### config.mk
export PLATFORM = sky130hd
export DESIGN_NAME = rws_leaf
export DESIGN_NICKNAME = d
export VERILOG_FILES = /design/src/rtl/rws_pkg.sv /design/src/rtl/rws_phase.sv /design/src/rtl/rws_ctrl.sv /design/src/rtl/rws_loop.sv /design/src/rtl/rws_leaf.sv
export SDC_FILE = /design/constraint.sdc
export NUM_CORES = 1
export LEC_CHECK = 0
export ABC_AREA = 0
export CAP_MARGIN = 0
export CORE_MARGIN = 1.5
export CORE_UTILIZATION = 40
export DETAILED_ROUTE_END_ITERATION = 10
export PLACE_DENSITY = 0.61
export SLEW_MARGIN = 30
export SYNTH_ARGS = -nofsm -noshare
export SYNTH_HDL_FRONTEND = slang
export SYNTH_SLANG_ARGS = --single-unit
export TNS_END_PERCENT = 100
### constraint.sdc
create_clock -name clk -period 1.7 [get_ports clk]
set_clock_uncertainty 0.15 [all_clocks]
set_input_delay 0.34 -clock clk [delete_from_list [all_inputs] [get_ports clk]]
set_output_delay 0.34 -clock clk [all_outputs]
set_load 0.05 [all_outputs]
### src/rtl/rws_pkg.sv
package rws_pkg;

  // Per-cycle strobes from control to the storage ring.
  typedef struct packed {
    logic writeEn;  // take the incoming serial bit into the ring
    logic readEn;   // present the ring's front bit on the output
  } strobe_t;

  typedef enum logic [1:0] {
    M_IDLE  = 2'd0,
    M_READ  = 2'd1,
    M_WRITE = 2'd2
  } mode_e;

endpackage

### src/rtl/rws_phase.sv
module rws_phase #(
  parameter int WIDTH = 12
) (
  input  logic                     clk,
  input  logic                     rst_n,
  output logic [$clog2(WIDTH)-1:0] phase,
  output logic                     lastSlot
);

  localparam int PW = $clog2(WIDTH);
  localparam logic [PW-1:0] LAST = PW'(WIDTH - 1);

  always_ff @(posedge clk) begin
    if (!rst_n) begin
      phase <= '0;
    end else if (phase == LAST) begin
      phase <= '0;
    end else begin
      phase <= phase + 1'b1;
    end
  end

  assign lastSlot = (phase == LAST);

  // the phase wraps to zero after the last slot of a frame
  p_phase_wrap_r3: assert property (@(posedge clk) disable iff (!rst_n)
    lastSlot |=> (phase == '0));

  // outside the wrap the phase advances by exactly one
  p_phase_step_r3: assert property (@(posedge clk) disable iff (!rst_n)
    (!lastSlot && $past(rst_n)) |=> (phase == $past(phase) + 1'b1));

endmodule

### src/rtl/rws_ctrl.sv
module rws_ctrl
  import rws_pkg::*;
(
  input  logic    clk,
  input  logic    rst_n,
  input  logic    selIn,
  input  logic    adIn,
  input  logic    lastSlot,
  output strobe_t strobe
);

  mode_e mode;
  logic  selPrev;
  logic  busy;
  logic  accept;

  assign busy   = (mode != M_IDLE);
  assign accept = !busy && selIn && !selPrev && lastSlot;

  always_ff @(posedge clk) begin
    if (!rst_n) begin
      selPrev <= 1'b0;
    end else begin
      selPrev <= selIn;
    end
  end

  always_ff @(posedge clk) begin
    if (!rst_n) begin
      mode <= M_IDLE;
    end else begin
      unique case (mode)
        M_IDLE: begin
          if (accept) begin
            mode <= adIn ? M_WRITE : M_READ;
          end
        end
        M_READ, M_WRITE: begin
          if (!selIn || lastSlot) begin
            mode <= M_IDLE;
          end
        end
        default: mode <= M_IDLE;
      endcase
    end
  end

  always_comb begin
    strobe.writeEn = (mode == M_WRITE) && selIn;
    strobe.readEn  = (mode == M_READ)  && selIn;
  end

  // a transaction only opens on a fresh select at the frame boundary
  p_open_aligned_r3: assert property (@(posedge clk) disable iff (!rst_n)
    $rose(busy) |-> $past(lastSlot && selIn && !selPrev));

  // a transaction closes after the final slot of the frame
  p_close_at_end_r4: assert property (@(posedge clk) disable iff (!rst_n)
    (busy && lastSlot) |=> !busy);

  // losing select ends the transaction at once
  p_abort_on_drop_r8: assert property (@(posedge clk) disable iff (!rst_n)
    (busy && !selIn) |=> !busy);

endmodule

### src/rtl/rws_loop.sv
module rws_loop
  import rws_pkg::*;
#(
  parameter int WIDTH = 12
) (
  input  logic    clk,
  input  logic    rst_n,
  input  logic    adIn,
  input  strobe_t strobe,
  output logic    dataOut
);

  logic [WIDTH-1:0] ringQ;
  logic             muxOut;
  logic             dataOutQ;

  // Entry selector: new serial bit on a write slot, otherwise recirculate.
  assign muxOut = strobe.writeEn ? adIn : ringQ[0];

  generate
    for (genvar i = 0; i < WIDTH; i++) begin : g_stage
      if (i == WIDTH - 1) begin : g_tail
        always_ff @(posedge clk) begin
          if (!rst_n) ringQ[i] <= 1'b0;
          else        ringQ[i] <= muxOut;
        end
      end else begin : g_body
        always_ff @(posedge clk) begin
          if (!rst_n) ringQ[i] <= 1'b0;
          else        ringQ[i] <= ringQ[i+1];
        end
      end
    end
  endgenerate

  always_ff @(posedge clk) begin
    if (!rst_n) dataOutQ <= 1'b0;
    else        dataOutQ <= strobe.readEn & ringQ[0];
  end

  assign dataOut = dataOutQ;

  // without a write strobe the front bit re-enters at the tail
  p_recirculate_r2: assert property (@(posedge clk) disable iff (!rst_n)
    !strobe.writeEn |=> (ringQ[WIDTH-1] == $past(ringQ[0])));

  // a write slot loads the serial input at the tail
  p_write_load_r4: assert property (@(posedge clk) disable iff (!rst_n)
    strobe.writeEn |=> (ringQ[WIDTH-1] == $past(adIn)));

  // the bit shown on a read is the same bit written back
  p_read_restore_r5: assert property (@(posedge clk) disable iff (!rst_n)
    strobe.readEn |=> (ringQ[WIDTH-1] == dataOut));

  // the output stays low whenever no read slot is active
  p_quiet_out_r6: assert property (@(posedge clk) disable iff (!rst_n)
    !strobe.readEn |=> (dataOut == 1'b0));

endmodule

### src/rtl/rws_leaf.sv
module rws_leaf
  import rws_pkg::*;
#(
  parameter int WIDTH = 12
) (
  input  logic clk,
  input  logic rst_n,
  input  logic selIn,
  input  logic adIn,
  output logic dataOut
);

  localparam int PW = $clog2(WIDTH);

  logic [PW-1:0] phase;
  logic          lastSlot;
  strobe_t       strobe;

  rws_phase #(.WIDTH(WIDTH)) u_phase (
    .clk      (clk),
    .rst_n    (rst_n),
    .phase    (phase),
    .lastSlot (lastSlot)
  );

  rws_ctrl u_ctrl (
    .clk      (clk),
    .rst_n    (rst_n),
    .selIn    (selIn),
    .adIn     (adIn),
    .lastSlot (lastSlot),
    .strobe   (strobe)
  );

  rws_loop #(.WIDTH(WIDTH)) u_loop (
    .clk     (clk),
    .rst_n   (rst_n),
    .adIn    (adIn),
    .strobe  (strobe),
    .dataOut (dataOut)
  );

  // write and read slots never coincide
  p_single_mode_r6: assert property (@(posedge clk) disable iff (!rst_n)
    !(strobe.writeEn && strobe.readEn));

endmodule

Yosys cells after proc, flatten, opt, wreduce, memory -nomap -nowiden

Index checks and enable logic that the tools add are counted.

$add $sub $neg: 1
Equality and inequality tests: 5
Mux-type cells: 5
Bitwise operators: 2
Reduce and logical (&&, ||, !) cells: 14

Operator list:

| operator                                                               | number |
|---|---|
| 2-bit 2-to-1 mux                                                       | 3 |
| 1-bit logical AND                                                      | 5 |
| 4-bit by 1-bit adder with 4-bit output (second input constant)         | 1 |
| 4-bit equality test (second input constant)                            | 1 |
| 2-bit by 1-bit != test with 1-bit output (second input constant)       | 2 |
| 2-bit case mux with 2 select lines                                     | 1 |
| 2-bit OR reduction                                                     | 2 |
| 1-bit zero test                                                        | 3 |
| 2-bit by 1-bit equality test with 1-bit output (second input constant) | 1 |
| 2-bit equality test (second input constant)                            | 1 |
| 2-bit zero test                                                        | 1 |
| 2-bit AND reduction                                                    | 1 |
| 2-bit nonzero test                                                     | 1 |
| 1-bit bitwise AND                                                      | 1 |
| 1-bit logical OR                                                       | 1 |
| 1-bit 2-to-1 mux                                                       | 1 |
| 1-bit NOT                                                              | 1 |

Flip-flop bits (word level): 20
Input port bits: 4
Output and inout bits: 1
Logic and storage cells: 43

Depth between registers and ports, before layout

Gate-level depths: netlist of the first run.

Depth in word-level cells: 7
Gate-level depth with buffers: 5
Mapped depth without buffers: 5

Modules after synthesis

A second synthesis of the first run with hierarchy kept.

Cell total of the unflattened synthesis: 66
Area total of the unflattened synthesis: 745.7 µm²

By module, submodules not included:

| module    | instances | cells each | area an instance (µm²) | seq. area each (µm²) |
|---|---|---|---|---|
| rws_loop  | 1         | 28         | 374.1                  | 260.2 |
| rws_ctrl  | 1         | 20         | 196.4                  | 60.1 |
| rws_phase | 1         | 18         | 175.2                  | 80.1 |

Least setup slack after synthesis of the first run

OpenSTA, ideal clock, no wires.

Kind: reg2reg
Start: register u_ctrl.mode[0]
End: register u_ctrl.mode[0]
Library setup time: 72 ps
Arrival: 1,237 ps
Required time: 1,478 ps
Slack: 242 ps
Cell stages (with the launch flop): 6
Buffers on the path: 0
Clock period less this slack: 1,458 ps
Path through: dfxtp_1 inv_1 ha_1 a21o_1 a22oi_2 mux2i_1

Word-level cells in the longest chain between the ends: 7
Elaborated cells between the ends (all ways): 13
Those cells by class: eq/ne: 4; mux: 1; reduce/logical: 8

RTL lines:

| item                                                      | RTL line       | source |
|---|---|---|
| from (decl)                                               | rws_ctrl.sv:12 | `mode_e mode;` |
| from (signal assigned)                                    | rws_ctrl.sv:35 | `mode <= adIn ? M_WRITE : M_READ;` |
| 2-bit nonzero test                                        | rws_ctrl.sv:17 | `assign busy = (mode != M_IDLE);` |
| 1-bit zero test                                           | rws_ctrl.sv:18 | `assign accept = !busy && selIn && !selPrev && lastSlot;` |
| 1-bit logical AND (3 in a row)                            | rws_ctrl.sv:18 |  |
| 2-bit by 1-bit != test with 1-bit output (no source line) | n/a            |  |
| 2-bit AND reduction (no source line)                      | n/a            |  |

Several ways; a longest one is shown, not always the timed one.
A chain may end at the register's enable or synchronous reset.

Worst setup path after layout of the first run

Start: register u_ctrl.mode[0]
End: register u_ctrl.mode[1]

The elaborated chain is that of the path after synthesis.

==> metrics list, run 1 <==
- For this run, the post-layout net count is between 80 and 90.
* Global-route met2 utilization: between 15 and 20%
- DP Area: 790 µm²
- Global-route usage over all layers: 12.8%
- Clock latency on the worst-skew pair: around 0.29 ns
- By startpoint and endpoint, the worst setup path is classified as reg2reg.
- The core region is ~1700 µm².
- In this run the remaining antenna-violating nets after routing total 0.
- Final-layout setup total negative slack: 0 ns
* Outcome: finished, final reports clean
- Max-cap violations in this run came to 0.
- Average wire per standard cell: between 10 and 15 µm
* Max-slew headroom: between 80 and 90%
- Summing internal, switching and leakage power gives 0.889 mW.
* Final setup violation count: 0
- Data arrival at the endpoint of the critical path: roughly 1.7 ns
- Yosys mapped a number of flops with a built-in enable equal to 0.
* Die Height: 45.4 µm
* Number of fillers in the final layout: 154
- Summing all non-filler instances in the final layout gives an area of roughly 840 µm².
- Num Clock Sinks: 20
* Mean Syn Cell Area: roughly 11 µm²
* Ports: 5
* Highest attainable clock frequency: 629 MHz
* Post-Syn Instances: 66
- Post-CTS repair timing setup buffer count: 0
- The area growth from synthesis to layout is 17.0%.
- After clock tree synthesis, the flow added hold-fix buffers numbering 0.
- Area of the die: 2060 µm²
- Largest area contributor in the netlist: dfxtp_1
- Crit. End Element: register
* Placer's final routability congestion estimate: between 0.7 and 0.8
- Summed over all cells, the static leakage comes to ~0.34 nW.
- Setup repair after global routing left no endpoint under its margin.
- First-pass iteration count of the detailed router: 4
- Post-synth design cell area: roughly 720 µm²
- The most common cell in the synthesized netlist is dfxtp_1.
- Fraction of the yosys area taken by sequential cells: between 50% and 60%
- Global routing consumed, on the met3 layer, a little under 4% of the routing resources.
- Number of buffers added by the clock tree synthesis step: 3
- Cell types occupying the most area after synthesis: dfxtp_1, and2_1, ha_1, mux2i_1, a21boi_0
- Row Count: 15
- The detailed router placed ~440 vias in this run.
- Critical Path Max Stage Delay: ~0.37 ns
- Clock tree synthesis selected as its root buffer the cell clkbuf_4.
* Via density per instance: around 4.4
- Port buffering added 4 buffers.
- Max stage delay cell, worst path: dfxtp_1
- Cts repair resizes: 0
- Clock-pin slew was measured on the worst setup and hold paths at roughly 0.11 ns.
- Worst min path class: reg2reg
* Critical path buffer and inverter count: 1
* HPWL after detailed placement: around 700 µm
- After synthesis, the share of flip-flops with an asynchronous set or reset is 0%.
- After detailed routing, the number of remaining DRC violations is 0.
- In this run, synthesis produced a sequential element count of 20.
- Global-route congestion overflow total: 0
- Buffers from clock root to sink, at most: 2
- By count the netlist is led by dfxtp_1, and2_1, nand2_1.
- Measured on the finished design, the core utilization comes to roughly half.
- The layer flagged by global routing as most heavily used is met1.
* Initial DRC count: 7
* Unique cell type count in the Yosys netlist: 21
- First-pass GRT wire length: approximately 1800 µm
- Met1 routing resource usage after global routing: between 15 and 20%
- In this run the number of H-tree levels came out at 1.
* Critical path, cell by cell: inv_1 > ha_1 > a21o_1 > a22oi_2 > mux2i_1
* Count of final hold-check violations: 0
- Synth Net Count: 74
- Number of antenna diodes: 0
* Crit path required time: roughly 1.8 ns
- The initial antenna violation count is 0.
- Clock period minus worst slack: 1.59 ns
- From left edge to right edge, the die measures about 45 µm.
- Maximum resistive drop on vdd: 793 µV
- The top cell type by area accounts for 55.7% of the synthesized area.
- Vias in the first global route: about 430
* Critical path's top delay family: compound AO/OA/AOI/OAI gates
- Primary FF master, synth: dfxtp_1
* Number of pins exceeding their max-slew limit in the final report: 0
* Critical path startpoint category: register
- The worst path uses 93.5% of the clock period.
* Share of post-route cells with drive strength above 1: between 10% and 20%
- Maximum number of pins on one net before global-route repair: 13
- TritonCTS built the clock tree.
- Initial core utilization: a little over two fifths
- For this design the ratio of total power to cell area is approximately 1100 nW/µm².
- Max FO, Critical Path: 3
* Overall routed net length: 992 µm
- During synthesis, Yosys emitted a total of 0 warnings.
- Worst-margin pin slew: between 0.2 and 0.25 ns
[cell usage in the layout, fill, tap and decap left out]
master | netlist | layout
o21ai_0 | 1 | 1
nor2b_1 | 1 | 1
ha_1 | 4 | 4
nand2b_1 | 1 | 1
a22oi_2 | 1 | 1
buf_4 | 0 | 3
dfxtp_1 | 20 | 20
and2_1 | 12 | 12
a21boi_0 | 3 | 3
nand2_1 | 5 | 5
nand3b_1 | 2 | 2
nand3_1 | 2 | 2
inv_1 | 2 | 2
bufinv_16 | 0 | 1
clkbuf_4 | 0 | 3
or3b_1 | 1 | 1
and3_1 | 1 | 1
a21o_1 | 1 | 1
clkdlybuf4s50_1 | 0 | 3
mux2i_1 | 3 | 3
and3_2 | 1 | 1
nor2_1 | 2 | 2
and3b_1 | 1 | 1
[routing by layer]
layer | routed length [µm] | part of all wire (%) | vias to the layer above
met5 | 0 | 0 | -
met4 | 14 | 1.4 | 0
met3 | 32 | 3.2 | 2
met2 | 425 | 43 | 5
met1 | 519 | 52 | 198
li1 | - | - | 230
[power breakdown]
group	total, mW	internal, mW	switching, mW
combinational	0.0347	0.0197	0.0150
sequential	0.481	0.476	0.00497
clock	0.374	0.238	0.136
total	0.889	0.733	0.156
[kinds of logic after synthesis]
group	after synthesis	share of synthesized area [%]
DFF	20	55.7
and+or+nand+nor	29	23.7
muxes	3	4.17
adders and majority gates	4	6.96
AOI/OAI and AO/OA	6	6.61
buffers and inverters	4	2.96
[state kept, by name, indices dropped and copies added (netlist names)]
signal	count
u_loop.ringQ	12
u_loop.dataOut	1
u_ctrl.selPrev	1
u_phase.phase	4
u_ctrl.mode	2
[final cells by class]
| cell class | instances | area (µm²) | area share, % |
|---|---|---|---|
| Sequential cell | 20 | 400 | 47.5 |
| Multi-Input combinational cell | 42 | 298 | 35.4 |
| Timing Repair Buffer | 6 | 52.6 | 6.24 |
| Tap cell | 25 | 31.3 | 3.71 |
| Clock inverter | 1 | 30.0 | 3.57 |
| Clock buffer | 3 | 22.5 | 2.67 |
| Inverter | 2 | 7.51 | 0.892 |
[through the flow]
step                setup slack [ns]  std cells  hold WS, ns
finish                         0.110         99        0.294
global route                 0.00726         99        0.308
CTS                            0.107         99        0.297
detailed placement            0.0297         95        0.269
global placement              0.0724         95        0.267
floorplan                      0.242         66        0.262
[final timing paths]
| check | from | endpoint | slack (ns) | cells past startpoint |
|---|---|---|---|---|
| setup / recovery | u_ctrl.mode[0]$_SDFFE_PN0P_ | u_ctrl.mode[1]$_SDFFE_PN0P_ | 0.11 | 5 |
| hold reg to reg | u_loop.ringQ[7]$_SDFF_PN0_ | u_loop.ringQ[6]$_SDFF_PN0_ | 0.29 | 1 |
| setup reg to reg | u_ctrl.mode[0]$_SDFFE_PN0P_ | u_ctrl.mode[1]$_SDFFE_PN0P_ | 0.11 | 5 |
| hold / removal | u_loop.ringQ[7]$_SDFF_PN0_ | u_loop.ringQ[6]$_SDFF_PN0_ | 0.29 | 1 |
(Power assumes the default switching activity.)
==> run 2, diff against run 1 <==
--- a/config.mk
+++ b/config.mk
@@ -10,6 +10,7 @@
 export CORE_MARGIN = 1.5
 export CORE_UTILIZATION = 40
 export DETAILED_ROUTE_END_ITERATION = 10
+export MAX_ROUTING_LAYER = met4
 export PLACE_DENSITY = 0.61
 export SLEW_MARGIN = 30
 export SYNTH_ARGS = -nofsm -noshare
==> run 2 against run 1 <==
Setup slack about the same. Clock power about the same. Global-route usage up 0.38 points. Total power about the same. Critical path depth unchanged. Critical endpoint unchanged.
==> metrics list, run 2 (synthesized netlist as in run 1, its figures left out) <==
- Maximum resistive drop on vdd: 794 µV (about the same)
* Number of antenna diodes: 0 (unchanged)
* Clock tree root driver cell: clkbuf_4
- Number of pins exceeding their max-slew limit in the final report: 0 (unchanged)
- Critical path buffer and inverter count: 1 (unchanged)
- The die area came to 2060 µm² (unchanged).
* Num Clock Sinks: 20 (unchanged)
- The area added between synthesis and finish came to 17.0% (unchanged).
* Biggest regs: u_loop.ringQ: 12 flops, u_phase.phase: 4 flops, u_ctrl.mode: 2 flops
* Unrepaired setup endpoints after global routing: false
- The library cells used most frequently in the layout, excluding fill and tap cells, are dfxtp_1, and2_1, nand2_1.
- The starting density of the core is 42.1% (unchanged).
- The post-detailed-route DRC marker count was 0 (unchanged).
- The critical path is of the reg2reg type.
* Share of post-route cells with drive strength above 1: 12.2% (unchanged)
- Max stage delay cell, worst path: dfxtp_1
- The HPWL after detailed placement was 692 µm (unchanged).
- DR vias: 435 (unchanged)
- Number of buffers added by the clock tree synthesis step: 3 (unchanged)
- Antenna violations before repair: 0 (unchanged)
- Top register by number of flip-flops: u_loop.ringQ
- Post-CTS repair timing setup buffer count: 0 (unchanged)
- The transition time at the pin with the least slew margin was 0.231 ns (unchanged).
* Share of the core filled with cells in the final layout: 49.3% (unchanged)
- Worst min path class: reg2reg
- The via count of the first global-routing pass came to 433 (unchanged).
* Average wire per standard cell: 10.0 µm (unchanged)
- Walking the worst path, the cells encountered are inv_1 > ha_1 > a21o_1 > a22oi_2 > mux2i_1.
- The peak clock frequency supported by timing is 629 MHz (about the same).
- The placement row count was 15 (unchanged).
* Data arrival at the endpoint of the critical path: 1.66 ns (about the same)
- Count of hold-fix buffers inserted at cts: 0 (unchanged)
- Critical path's top delay family: compound AO/OA/AOI/OAI gates
* Number of violations of the max-capacitance limit: 0 (unchanged)
- Die Height: 45.4 µm (unchanged)
* Max-slew headroom: 84.5% (unchanged)
- The number of flip-flops under the largest register name came to 12 (unchanged).
- The maximum root-to-sink buffer count was 2 (unchanged).
- Overall routed net length: 992 µm (unchanged)
* Final-layout setup total negative slack: 0 ns (unchanged)
- The width of the die was 45.4 µm (unchanged).
- STA classifies the critical path startpoint as a register.
- The required arrival time at the worst endpoint came to 1.77 ns (about the same).
* Global-route usage over all layers: 13.2% (+0.38 points)
* Static Leakage: 0.336 nW (unchanged)
- Initial DRC count: 7 (unchanged)
- The fraction of the cycle the final worst path needs is 93.5% (about the same).
- Post-layout nets: 83 (unchanged)
- The ratio of total power to cell area came to 1060 nW/µm² (about the same).
* Critical Path Max Stage Delay: 0.37 ns (about the same)
* Clock latency on the worst-skew pair: 0.29 ns (about the same)
- The minimum clock period after layout was 1.59 ns (+0.0000120 ns).
- Placer's final routability congestion estimate: 0.810 (+1.4%)
* Final setup violation count: 0 (unchanged)
* First-pass iteration count of the detailed router: 4 (unchanged)
- The count of boundary I/O pins is 5 (unchanged).
* Number of buffer cells added on primary ports: 4 (unchanged)
* Remaining number of nets flagged by the antenna check after routing: 0 (unchanged)
- Count of final hold-check violations: 0 (unchanged)
- TritonCTS built the clock tree.
* Cts repair resizes: 0 (unchanged)
- Core Box Area: 1710 µm² (unchanged)
- The pin count of the biggest net entering global routing is 13 (unchanged).
- Max FO, Critical Path: 3 (unchanged)
* Outcome: finished, final reports clean
- The global-route wire length before repair is 1800 µm (-0.39%).
* Via density per instance: 4.39 (unchanged)
- The remaining global-route overflow came to 0 (unchanged).
* Crit. End Element: register
* Most common cell after layout, fill and taps aside: dfxtp_1
- The number of H-tree levels was 1 (unchanged).
- Clock-pin slew of the registers on the worst-case setup and hold paths: 0.11 ns (about the same)
==> run 2: cell type report <==
cell class	count	area, µm²
Multi-Input combinational cell	42	298
Fill cell	154	866
Clock buffer	3	22.5
Sequential cell	20	400
Inverter	2	7.51
Clock inverter	1	30.0
Timing Repair Buffer	6	52.6
Tap cell	25	31.3
==> run 2: through the flow <==
stage	instance area, µm²	hold slack [ns]	cells	total power [mW]	setup slack, ns
after floorplan	719	0.262	66	0.510	0.242
after global placement	790	0.267	95	0.525	0.0724
after detailed placement	790	0.269	95	0.526	0.0297
after CTS	842	0.297	99	0.904	0.107
after global routing	842	0.308	99	0.934	0.00726
final	842	0.294	99	0.889	0.110
==> run 2: path summary, 6_finish.rpt <==
| check | startpoint | end | slack (ns) | depth (start not counted) |
|---|---|---|---|---|
| worst min register to register | u_loop.ringQ[7]$_SDFF_PN0_ | u_loop.ringQ[6]$_SDFF_PN0_ | 0.29 | 1 |
| worst min-delay path | u_loop.ringQ[7]$_SDFF_PN0_ | u_loop.ringQ[6]$_SDFF_PN0_ | 0.29 | 1 |
| worst max register to register | u_ctrl.mode[0]$_SDFFE_PN0P_ | u_ctrl.mode[1]$_SDFFE_PN0P_ | 0.11 | 5 |
| worst max-delay path | u_ctrl.mode[0]$_SDFFE_PN0P_ | u_ctrl.mode[1]$_SDFFE_PN0P_ | 0.11 | 5 |
==> run 2: power breakdown <==
| part | switching (mW) | total [mW] | leakage [nW] | internal [mW] |
|---|---|---|---|---|
| registers | 0.00497 | 0.481 | 0.162 | 0.476 |
| clock network | 0.136 | 0.374 | 0.0279 | 0.238 |
| logic | 0.0150 | 0.0347 | 0.146 | 0.0197 |
| total | 0.156 | 0.889 | 0.336 | 0.733 |
==> run 2: routing by layer <==
metal	up-vias	wire, µm	GRT usage, %
met4	0	14	8.82
met3	2	32	3.97
li1	230	-	-
met5	-	0	-
met2	5	425	16.9
met1	198	519	17.6
